--- config.mk ---
export PLATFORM = sky130hd
export DESIGN_NAME = fsr_top
export DESIGN_NICKNAME = d
export VERILOG_FILES = /design/src/rtl/fsr_pkg.sv /design/src/rtl/fsr_clkgen.sv /design/src/rtl/fsr_launch.sv /design/src/rtl/fsr_engine.sv /design/src/rtl/fsr_top.sv
export SDC_FILE = /design/constraint.sdc
export NUM_CORES = 1
export LEC_CHECK = 0
export BUFFER_PORTS_ARGS = -buffer_cell sky130_fd_sc_hd__buf_2
export CORE_ASPECT_RATIO = 1.25
export CORE_MARGIN = 2
export CORE_UTILIZATION = 58
export DETAILED_ROUTE_END_ITERATION = 12
export GPL_TIMING_DRIVEN = 0
export PLACE_DENSITY_LB_ADDON = 0.2
export SLEW_MARGIN = 40
export SYNTH_ARGS = -nofsm -noshare
export SYNTH_HDL_FRONTEND = slang
export SYNTH_SLANG_ARGS = --single-unit
--- constraint.sdc ---
create_clock -name clk -period 5.7 [get_ports clk]
set_clock_uncertainty 0.05 [all_clocks]
set_input_delay 1.14 -clock clk [delete_from_list [all_inputs] [get_ports clk]]
set_output_delay 1.14 -clock clk [all_outputs]
set_load 0.05 [all_outputs]
--- src/rtl/fsr_pkg.sv ---
package fsr_pkg;

  localparam int PAGE_BITS = 13;
  localparam int OFF_BITS  = 11;
  localparam int ADDR_BITS = 24;
  localparam int HDR_FIXED = 4;
  localparam logic [7:0] CMD_CONT_READ = 8'hE8;

  // Number of bytes in one page for the selected page-size mode.
  function automatic logic [OFF_BITS:0] page_bytes(input logic bin_mode);
    return bin_mode ? 12'd1024 : 12'd1056;
  endfunction

  // Pack page and offset into the 24-bit device address.
  function automatic logic [ADDR_BITS-1:0] flash_addr(
      input logic [PAGE_BITS-1:0] page,
      input logic [OFF_BITS-1:0]  off,
      input logic                 bin_mode);
    if (bin_mode)
      return {1'b0, page, off[OFF_BITS-2:0]};
    return {page, off};
  endfunction

  // Byte sent at position idx of the header (command, address, padding).
  function automatic logic [7:0] hdr_byte(input int unsigned idx,
                                          input logic [ADDR_BITS-1:0] a);
    case (idx)
      0:       return CMD_CONT_READ;
      1:       return a[23:16];
      2:       return a[15:8];
      3:       return a[7:0];
      default: return 8'h00;
    endcase
  endfunction

endpackage

--- src/rtl/fsr_clkgen.sv ---
module fsr_clkgen #(
  parameter int DIV = 2
) (
  input  logic clk,
  input  logic rst_n,
  input  logic active,
  input  logic hold,
  output logic sck,
  output logic rise_evt,
  output logic fall_evt
);

  localparam int CW = (DIV > 1) ? $clog2(DIV) : 1;
  localparam logic [CW-1:0] LAST = CW'(DIV - 1);

  logic [CW-1:0] cnt;
  logic          run;
  logic          tick;

  assign run      = active && !hold;
  assign tick     = run && (cnt == LAST);
  assign rise_evt = tick && !sck;
  assign fall_evt = tick && sck;

  always_ff @(posedge clk or negedge rst_n) begin
    if (!rst_n) begin
      cnt <= '0;
      sck <= 1'b0;
    end else if (!active) begin
      cnt <= '0;
      sck <= 1'b0;
    end else if (run) begin
      if (tick) begin
        cnt <= '0;
        sck <= ~sck;
      end else begin
        cnt <= cnt + 1'b1;
      end
    end
  end

  AST_SCK_PARKED: assert property (@(posedge clk) disable iff (!rst_n)
    !active |=> !sck);
  AST_SCK_FROZEN: assert property (@(posedge clk) disable iff (!rst_n)
    (active && hold) |=> $stable(sck));

endmodule

--- src/rtl/fsr_launch.sv ---
module fsr_launch
  import fsr_pkg::*;
(
  input  logic                 clk,
  input  logic                 rst_n,
  input  logic                 start,
  input  logic                 busy,
  input  logic [OFF_BITS-1:0]  offset,
  input  logic                 bin_mode,
  input  logic                 count_nz,
  output logic                 go,
  output logic                 err
);

  logic in_range;
  logic accept;

  assign in_range = {1'b0, offset} < page_bytes(bin_mode);
  assign accept   = start && !busy;
  assign go       = accept && in_range && count_nz;

  always_ff @(posedge clk or negedge rst_n) begin
    if (!rst_n) err <= 1'b0;
    else        err <= accept && !in_range;
  end

endmodule

--- src/rtl/fsr_engine.sv ---
module fsr_engine
  import fsr_pkg::*;
#(
  parameter int CNT_W     = 16,
  parameter int DUMMY_SER = 4,
  parameter int DUMMY_PAR = 19
) (
  input  logic                 clk,
  input  logic                 rst_n,
  input  logic                 go,
  input  logic [ADDR_BITS-1:0] addr,
  input  logic                 lane_par,
  input  logic [CNT_W-1:0]     count,
  input  logic                 rise_evt,
  input  logic                 fall_evt,
  input  logic                 so_bit,
  input  logic [7:0]           io_in,
  input  logic                 data_ready,
  output logic                 active,
  output logic                 hold,
  output logic                 si_bit,
  output logic [7:0]           io_out,
  output logic                 io_oe,
  output logic [7:0]           data_out,
  output logic                 data_valid,
  output logic                 in_data
);

  localparam int HLEN_S = HDR_FIXED + DUMMY_SER;
  localparam int HLEN_P = HDR_FIXED + DUMMY_PAR;
  localparam int HMAX   = (HLEN_S > HLEN_P) ? HLEN_S : HLEN_P;
  localparam int HW     = (HMAX > 1) ? $clog2(HMAX) : 1;
  localparam logic [HW-1:0] LAST_S = HW'(HLEN_S - 1);
  localparam logic [HW-1:0] LAST_P = HW'(HLEN_P - 1);

  logic                 lane_q;
  logic [ADDR_BITS-1:0] addr_q;
  logic [HW-1:0]        hdr_idx;
  logic [2:0]           bit_idx;
  logic [CNT_W-1:0]     left;
  logic [6:0]           shreg;
  logic                 vld;

  logic [7:0] cur_byte;
  logic [7:0] cap_byte;
  logic       byte_step;
  logic       hdr_done;
  logic       byte_done;
  logic       finish;

  assign cur_byte  = hdr_byte(int'(hdr_idx), addr_q);
  assign cap_byte  = {shreg, so_bit};
  assign byte_step = lane_q || (bit_idx == 3'd7);
  assign hdr_done  = hdr_idx == (lane_q ? LAST_P : LAST_S);
  assign byte_done = rise_evt && in_data && byte_step;
  assign finish    = fall_evt && in_data && (left == '0);

  assign hold       = vld;
  assign data_valid = vld;
  assign si_bit     = (active && !in_data && !lane_q) ? cur_byte[3'd7 - bit_idx] : 1'b0;
  assign io_out     = (active && !in_data && lane_q) ? cur_byte : 8'h00;
  assign io_oe      = active && !in_data && lane_q;

  always_ff @(posedge clk or negedge rst_n) begin
    if (!rst_n) begin
      active   <= 1'b0;
      lane_q   <= 1'b0;
      addr_q   <= '0;
      hdr_idx  <= '0;
      bit_idx  <= '0;
      in_data  <= 1'b0;
      left     <= '0;
      shreg    <= '0;
      data_out <= '0;
      vld      <= 1'b0;
    end else begin
      if (vld && data_ready) vld <= 1'b0;
      if (go) begin
        active  <= 1'b1;
        lane_q  <= lane_par;
        addr_q  <= addr;
        hdr_idx <= '0;
        bit_idx <= '0;
        in_data <= 1'b0;
        left    <= count;
      end else if (active) begin
        if (fall_evt && !in_data) begin
          if (byte_step) begin
            bit_idx <= '0;
            if (hdr_done) in_data <= 1'b1;
            else          hdr_idx <= hdr_idx + 1'b1;
          end else begin
            bit_idx <= bit_idx + 1'b1;
          end
        end
        if (finish) begin
          active  <= 1'b0;
          in_data <= 1'b0;
        end
        if (rise_evt && in_data) begin
          if (!lane_q) begin
            shreg   <= cap_byte[6:0];
            bit_idx <= bit_idx + 1'b1;
          end
          if (byte_done) begin
            data_out <= lane_q ? io_in : cap_byte;
            vld      <= 1'b1;
            left     <= left - 1'b1;
          end
        end
      end
    end
  end

  AST_VALID_HOLD: assert property (@(posedge clk) disable iff (!rst_n)
    (vld && !data_ready) |=> (vld && $stable(data_out)));
  AST_DATA_AFTER_PAD: assert property (@(posedge clk) disable iff (!rst_n)
    $rose(vld) |-> in_data);

endmodule

--- src/rtl/fsr_top.sv ---
module fsr_top
  import fsr_pkg::*;
#(
  parameter int DIV       = 2,
  parameter int CNT_W     = 16,
  parameter int DUMMY_SER = 4,
  parameter int DUMMY_PAR = 19
) (
  input  logic                 clk,
  input  logic                 rst_n,
  input  logic                 start,
  input  logic [PAGE_BITS-1:0] page_num,
  input  logic [OFF_BITS-1:0]  byte_offset,
  input  logic                 bin_pages,
  input  logic                 wide_bus,
  input  logic [CNT_W-1:0]     byte_count,
  output logic                 busy,
  output logic                 cfg_err,
  output logic                 flash_cs_n,
  output logic                 flash_sck,
  output logic                 flash_si,
  input  logic                 flash_so,
  output logic [7:0]           flash_io_out,
  output logic                 flash_io_oe,
  input  logic [7:0]           flash_io_in,
  output logic [7:0]           rd_data,
  output logic                 rd_valid,
  input  logic                 rd_ready
);

  logic go;
  logic active;
  logic hold;
  logic rise_evt;
  logic fall_evt;
  logic in_data;
  logic [ADDR_BITS-1:0] start_addr;

  assign start_addr = flash_addr(page_num, byte_offset, bin_pages);
  assign busy       = active;
  assign flash_cs_n = !active;

  fsr_launch u_launch (
    .clk      (clk),
    .rst_n    (rst_n),
    .start    (start),
    .busy     (active),
    .offset   (byte_offset),
    .bin_mode (bin_pages),
    .count_nz (byte_count != '0),
    .go       (go),
    .err      (cfg_err)
  );

  fsr_clkgen #(.DIV(DIV)) u_clk (
    .clk      (clk),
    .rst_n    (rst_n),
    .active   (active),
    .hold     (hold),
    .sck      (flash_sck),
    .rise_evt (rise_evt),
    .fall_evt (fall_evt)
  );

  fsr_engine #(
    .CNT_W     (CNT_W),
    .DUMMY_SER (DUMMY_SER),
    .DUMMY_PAR (DUMMY_PAR)
  ) u_eng (
    .clk        (clk),
    .rst_n      (rst_n),
    .go         (go),
    .addr       (start_addr),
    .lane_par   (wide_bus),
    .count      (byte_count),
    .rise_evt   (rise_evt),
    .fall_evt   (fall_evt),
    .so_bit     (flash_so),
    .io_in      (flash_io_in),
    .data_ready (rd_ready),
    .active     (active),
    .hold       (hold),
    .si_bit     (flash_si),
    .io_out     (flash_io_out),
    .io_oe      (flash_io_oe),
    .data_out   (rd_data),
    .data_valid (rd_valid),
    .in_data    (in_data)
  );

  AST_ERR_NO_XFER: assert property (@(posedge clk) disable iff (!rst_n)
    cfg_err |-> flash_cs_n);
  AST_SI_ON_LOW: assert property (@(posedge clk) disable iff (!rst_n)
    !$stable(flash_si) |-> !flash_sck);

endmodule

# Word-level counts from Yosys, hierarchy flattened
# Index checks and enable logic that the tools add are counted.
# word_totals
regBits	70
in_bits	55
out_inout_bits	23
elab_cells	118
# op_classes
n_addsub	5
n_lt_le_gt_ge	2
n_eq_ne	8
mux	46
bitwise_logic	3
reduce_logical	41
# op_table
cell	count
two-way mux 16 bit	4
two-way mux 24 bit	2
case mux 8 bit (4 select lines)	1
two-way mux 5 bit	6
two-way mux 1 bit	23
two-way mux 3 bit	6
logical AND 1 bit	17
zero test 16 bit	1
two-way mux 8 bit	2
AND reduction 4 bit	4
nonzero test 16 bit	1
subtractor 16 x 1 -> 16 bit (second input constant)	1
less-than comparator 11 x 12 -> 1 bit	1
== test 5 x 2 -> 1 bit (second input constant)	2
nonzero test 2 bit	5
nonzero test 3 bit	3
zero test 1 bit	6
two-way mux 6 bit	1
inequality test 2 bit (second input constant)	3
adder 5 x 1 -> 5 bit (second input constant)	1
== test 5 x 1 -> 1 bit (second input constant)	1
== test 5 bit	1
zero test 5 bit	1
less-than comparator 3 x 4 -> 1 bit (second input constant)	1
other kinds (9)	11

# Logic depth before layout (Yosys ltp)
# logic_depth
depth_word	10
ltp_mapped	8
ltp_nobuf	6

# Modules after synthesis
# Synthesis repeated with hierarchy kept, for this count alone.
# hier_totals
hier_cells	362
area_unflattened_um2	3788.6
# modules_own_cells
module	n_inst	cells_each	area_each_um2	seq_area_each_um2
fsr_engine	1	326	3419.5	1676.6
fsr_top	1	21	201.4	0.0
fsr_clkgen	1	10	105.1	50.0
fsr_launch	1	5	62.6	25.0

# Least setup slack after synthesis
# Ideal clock, no wire load.
# synth_path
path_kind	flip-flop to output port
from	reg u_eng.hdr_idx[0]
to	out flash_io_out[7]
arrival_time_ns	3.353
required_time_ns	4.510
path_slack_ns	1.157
stages_incl_launch_ff	6
path_buffers	1
cell_sequence	dfrtp_1 > inv_1 > ha_1 > buf_2 > a22oi_1 > a2111oi_0
# synth_via
elab_chain_cells	3
elab_cells_between_ends	6
cone_classes	eq/ne (3); mux (2); reduce/logical (1)
# synth_rtl
item	line	source
start, declared	fsr_engine.sv:38	logic [HW-1:0] hdr_idx;
start signal, assigned	fsr_engine.sv:91	else hdr_idx <= hdr_idx + 1'b1;
== test 5 x 2 -> 1 bit, or another cell as far along	fsr_pkg.sv:27	case (idx)
case mux 8 bit (4 select lines) *	fsr_pkg.sv:27	
two-way mux 8 bit *	fsr_engine.sv:61	assign io_out = (active && !in_data && lane_q) ? cur_byte : 8'h00;
end, declared	fsr_top.sv:23	output logic [7:0] flash_io_out,
# Mark *: on every way between the ends. The rest lies on a longest branch, timed or not.

# Worst setup path in the final report
# layout_path
from	reg u_eng.hdr_idx[0]
to	out flash_si
# layout_via
elab_chain_cells	5
elab_cells_between_ends	8
cone_classes	eq/ne (3); mux (4); reduce/logical (1)
# layout_rtl
item	line	source
== test 5 x 2 -> 1 bit, or another cell as far along	fsr_pkg.sv:27	
case mux 8 bit (4 select lines) *	fsr_pkg.sv:27	
binary-select mux 1 bit (select 3 bit) *	fsr_engine.sv:60	assign si_bit = (active && !in_data && !lane_q) ? cur_byte[3'd7 - bit_idx] : 1'b0;
two-way mux 1 bit (not written as such) *	fsr_engine.sv:60	
two-way mux 1 bit *	fsr_engine.sv:60	
end, declared	fsr_top.sv:21	output logic flash_si,
# Mark *: on every way between the ends. The rest lies on a longest branch, timed or not. The select of a mux whose other input is x is not followed.

==> flow_summary.json <==
{
  "status": "completed",
  "track_usage": 0.279,
  "start_util": 0.595,
  "met2_usage": 0.460,
  "gp_congestion": 0.910,
  "worst_path_most_repeated_cell": "buf_2",
  "min_path_type": "reg -> reg",
  "crit_start": "u_eng.hdr_idx[0]",
  "crit_buf_inv": 3,
  "postCtsHoldBufs": 0,
  "p_int_mw": 0.998,
  "slowest_stage": "dfrtp_1",
  "final_cells": 554,
  "crit_fanout": 9,
  "ios": 78,
  "leakage_nw": 2.02,
  "worstHoldEndpoint": "u_eng.left[14]",
  "drive_above_1_share": 0.310,
  "max_stage_delay_ns": 0.45,
  "synth_nets": 437,
  "via_per_inst": 6.18,
  "sw_frac_of_total": 0.408,
  "cts_tree": "done",
  "wl_mm": 9.75,
  "fmax_mhz": 256,
  "grt_max_degree": 61,
  "syn_area_per_cell_sq_um": 10.3,
  "clkSinkCount": 70,
  "max-cap-violations": 0,
  "yosys-top-cells-area": "dfrtp_1 45%, mux2_2 5.8%, o21ai_0 5.8%, mux2i_1 5.5%, ha_1 2.6%",
  "layout-area-overhead-vs-synth_pct": 17.9,
  "portBuffers": 76,
  "nets": 525,
  "synth-seq-cells": 70,
  "antenna_found_initial": 0,
  "netlist_instances": 374,
  "reg2regPathDepth": 8,
  "rrSetupSlack_ns": 3.35,
  "grt.met3_usage": 0.0549,
  "post-route-period-util": 0.686,
  "num_vias": 3425,
  "register_area_sq_um": 1750,
  "fin_crit_ns": 3.91,
  "first_global_vias": 3227,
  "synth_edf_count": 0,
  "netlist_top_cells_count": "70 x dfrtp_1, 45 x o21ai_0, 21 x mux2i_1",
  "worst_setup_path_start_kind": "flop",
  "p_comb_frac": 0.360,
  "maxSlewHeadroom": 0.511,
  "h-tree-depth": 3,
  "hold_path_startpoint": "u_eng.left[14]",
  "r2r_end": "u_eng.left[0]",
  "worstPathCellList": "inv_1 > ha_1 > buf_2 > a222oi_1 > a22o_1 > o32a_1 > a2111oi_1 > buf_2",
  "path_class": "reg -> out",
  "drc_errors": 0,
  "place_area_sq_um": 4380,
  "ant_nets": 0,
  "core_area_sq_um": 6480,
  "finalHoldViolCount": 0,
  "dp_cells": 538,
  "p_seq_frac": 0.430,
  "reg2reg_from": "u_eng.bit_idx[1]",
  "grt_pass1_wl_mm": 15.9,
  "peakVddDrop_mv": 0.343,
  "diodes": 0,
  "power_mw": 1.69,
  "post_cts_buffers": 0,
  "cts_resized": 0,
  "drtIter0Drc": 234,
  "pwr-share-clk": 0.210,
  "yosys.area.top_type": "dfrtp_1",
  "cts.clk_slew.worst_paths_ns": 0.08,
  "yosysMostFrequentCell": "dfrtp_1",
  "clock_latency_ns": 0.35,
  "dieWidth_um": 76.9,
  "cts_max_path_buffers": 2,
  "ys.flop_type": "dfrtp_1",
  "critPathTopFamily": "compound AO/OA/AOI/OAI gates",
  "multi_input_area_sq_um": 1940,
  "worstPathRequired_ns": 4.51,
  "tns_ns": 0,
  "grt.busiest_layer": "met2",
  "overflow": 0,
  "cts_root_buf": "clkbuf_8",
  "hold_depth": 1,
  "grt_use_met1": 0.368,
  "p_switching_mw": 0.689,
  "stdcell_area_sq_um": 4540,
  "rsz0062_at_grt": "false",
  "async_reset_ff_frac": 1.00,
  "dr.pass1.iters": 4,
  "synth.yosys.seq_area_share": 0.454,
  "dpl.hpwl_mm": 7.04,
  "synth_cell_type_count": 67,
  "endpoint_kind": "primary output",
  "yosysTopAreaCellShare": 0.454,
  "nFillCells": 517,
  "die_area_sq_um": 7320,
  "cp.arrival_ns": 2.72,
  "wl_per_cell_um": 17.6,
  "cts_buffers": 9,
  "dieHeight_um": 95.2,
  "tightestPinTransition_ns": 0.734,
  "drv_slew": 0,
  "fp-row-count": 33,
  "netlist_area_sq_um": 3850,
  "ys_warn_count": 0,
  "powerDensity_nw_per_um2": 371,
  "setup_viol": 0
}
## routing by layer
layer  up-vias  routed length (um)
met4         0                 174
li1       1619                   -
met5         -                   0
met3        16                 629
met2       140                4770
met1      1650                4170
## power by group through the flow
stage | sequential, mW | clock, mW | combinational, mW
floorplan | 0.823 | 0 | 0.343
global placement | 0.726 | 0 | 0.584
detailed placement | 0.733 | 0 | 0.604
CTS | 0.724 | 0.356 | 0.608
global route | 0.743 | 0.379 | 0.672
finish | 0.726 | 0.353 | 0.607
## final cells by class
class | instances | area share
flip-flops and latches | 70 | 0.385
well taps | 87 | 0.0240
plain buffers | 23 | 0.0267
multi-input cells | 270 | 0.427
clock inverters | 6 | 0.00854
repair buffers | 77 | 0.0911
clock buffers | 10 | 0.0281
inverters | 11 | 0.00909
## flip-flops by register name, summed over array words and instances, names as in the netlist
name              flops
u_clk.cnt             1
u_clk.sck             1
u_eng.active          1
u_eng.addr_q         24
u_eng.bit_idx         3
u_eng.data_out        8
u_eng.data_valid      1
u_eng.hdr_idx         5
u_eng.in_data         1
u_eng.lane_q          1
u_eng.left           16
u_eng.shreg           7
u_launch.err          1
## logic make-up after synthesis
kind of cell | after synthesis | synth area share
AO/OA/AOI/OAI | 114 | 0.197
XOR/XNOR | 2 | 0.00454
adder cells (fa/ha/maj) | 8 | 0.0260
buffers and inverters | 34 | 0.0422
flip-flops | 70 | 0.454
multiplexers | 41 | 0.113
AND/OR/NAND/NOR | 105 | 0.163
## placed cells by master, fill, tap and decap left out, types with 5 or more instances in the layout
cell type / n
buf_2: 87
dfrtp_1: 70
o21ai_0: 45
mux2i_1: 21
mux2_2: 20
nand2_1: 19
a21oi_1: 16
nor3_1: 13
nand3_1: 12
inv_1: 11
nor2_1: 11
clkbuf_8: 9
ha_1: 8
a31oi_1: 6
nor4_1: 5
clkbuf_1: 5
or4_1: 5
## how the worst max path moves through the flow
stage | to | slack [ns] | cells after the start
6_report | flash_si | 1.79 | 8
5_1_grt | flash_si | 1.67 | 8
4_1_cts | flash_si | 1.81 | 8
3_5_place_dp | flash_si | 2.21 | 8
3_3_place_gp | flash_si | 2.19 | 8
2_1_floorplan | flash_io_out[7] | 1.16 | 5
## worst reg2reg max path: stages, from the launching register on
cell and delay [ns]:
dfrtp_1 0.47, ha_1 0.23, ha_1 0.18, or2_1 0.20, buf_2 0.19, nand3_1 0.19, clkbuf_1 0.36, nor2_1 0.07
a221o_1 0.28
## through the flow
step                setup slack (ns)  hold WS [ns]  utilization
finish                          1.79         0.435        0.701
global route                    1.67         0.464        0.701
CTS                             1.81         0.437        0.701
detailed placement              2.21         0.420        0.675
global placement                2.19         0.411        0.670
floorplan                       1.16         0.400            -
(Power assumes the default switching activity.)
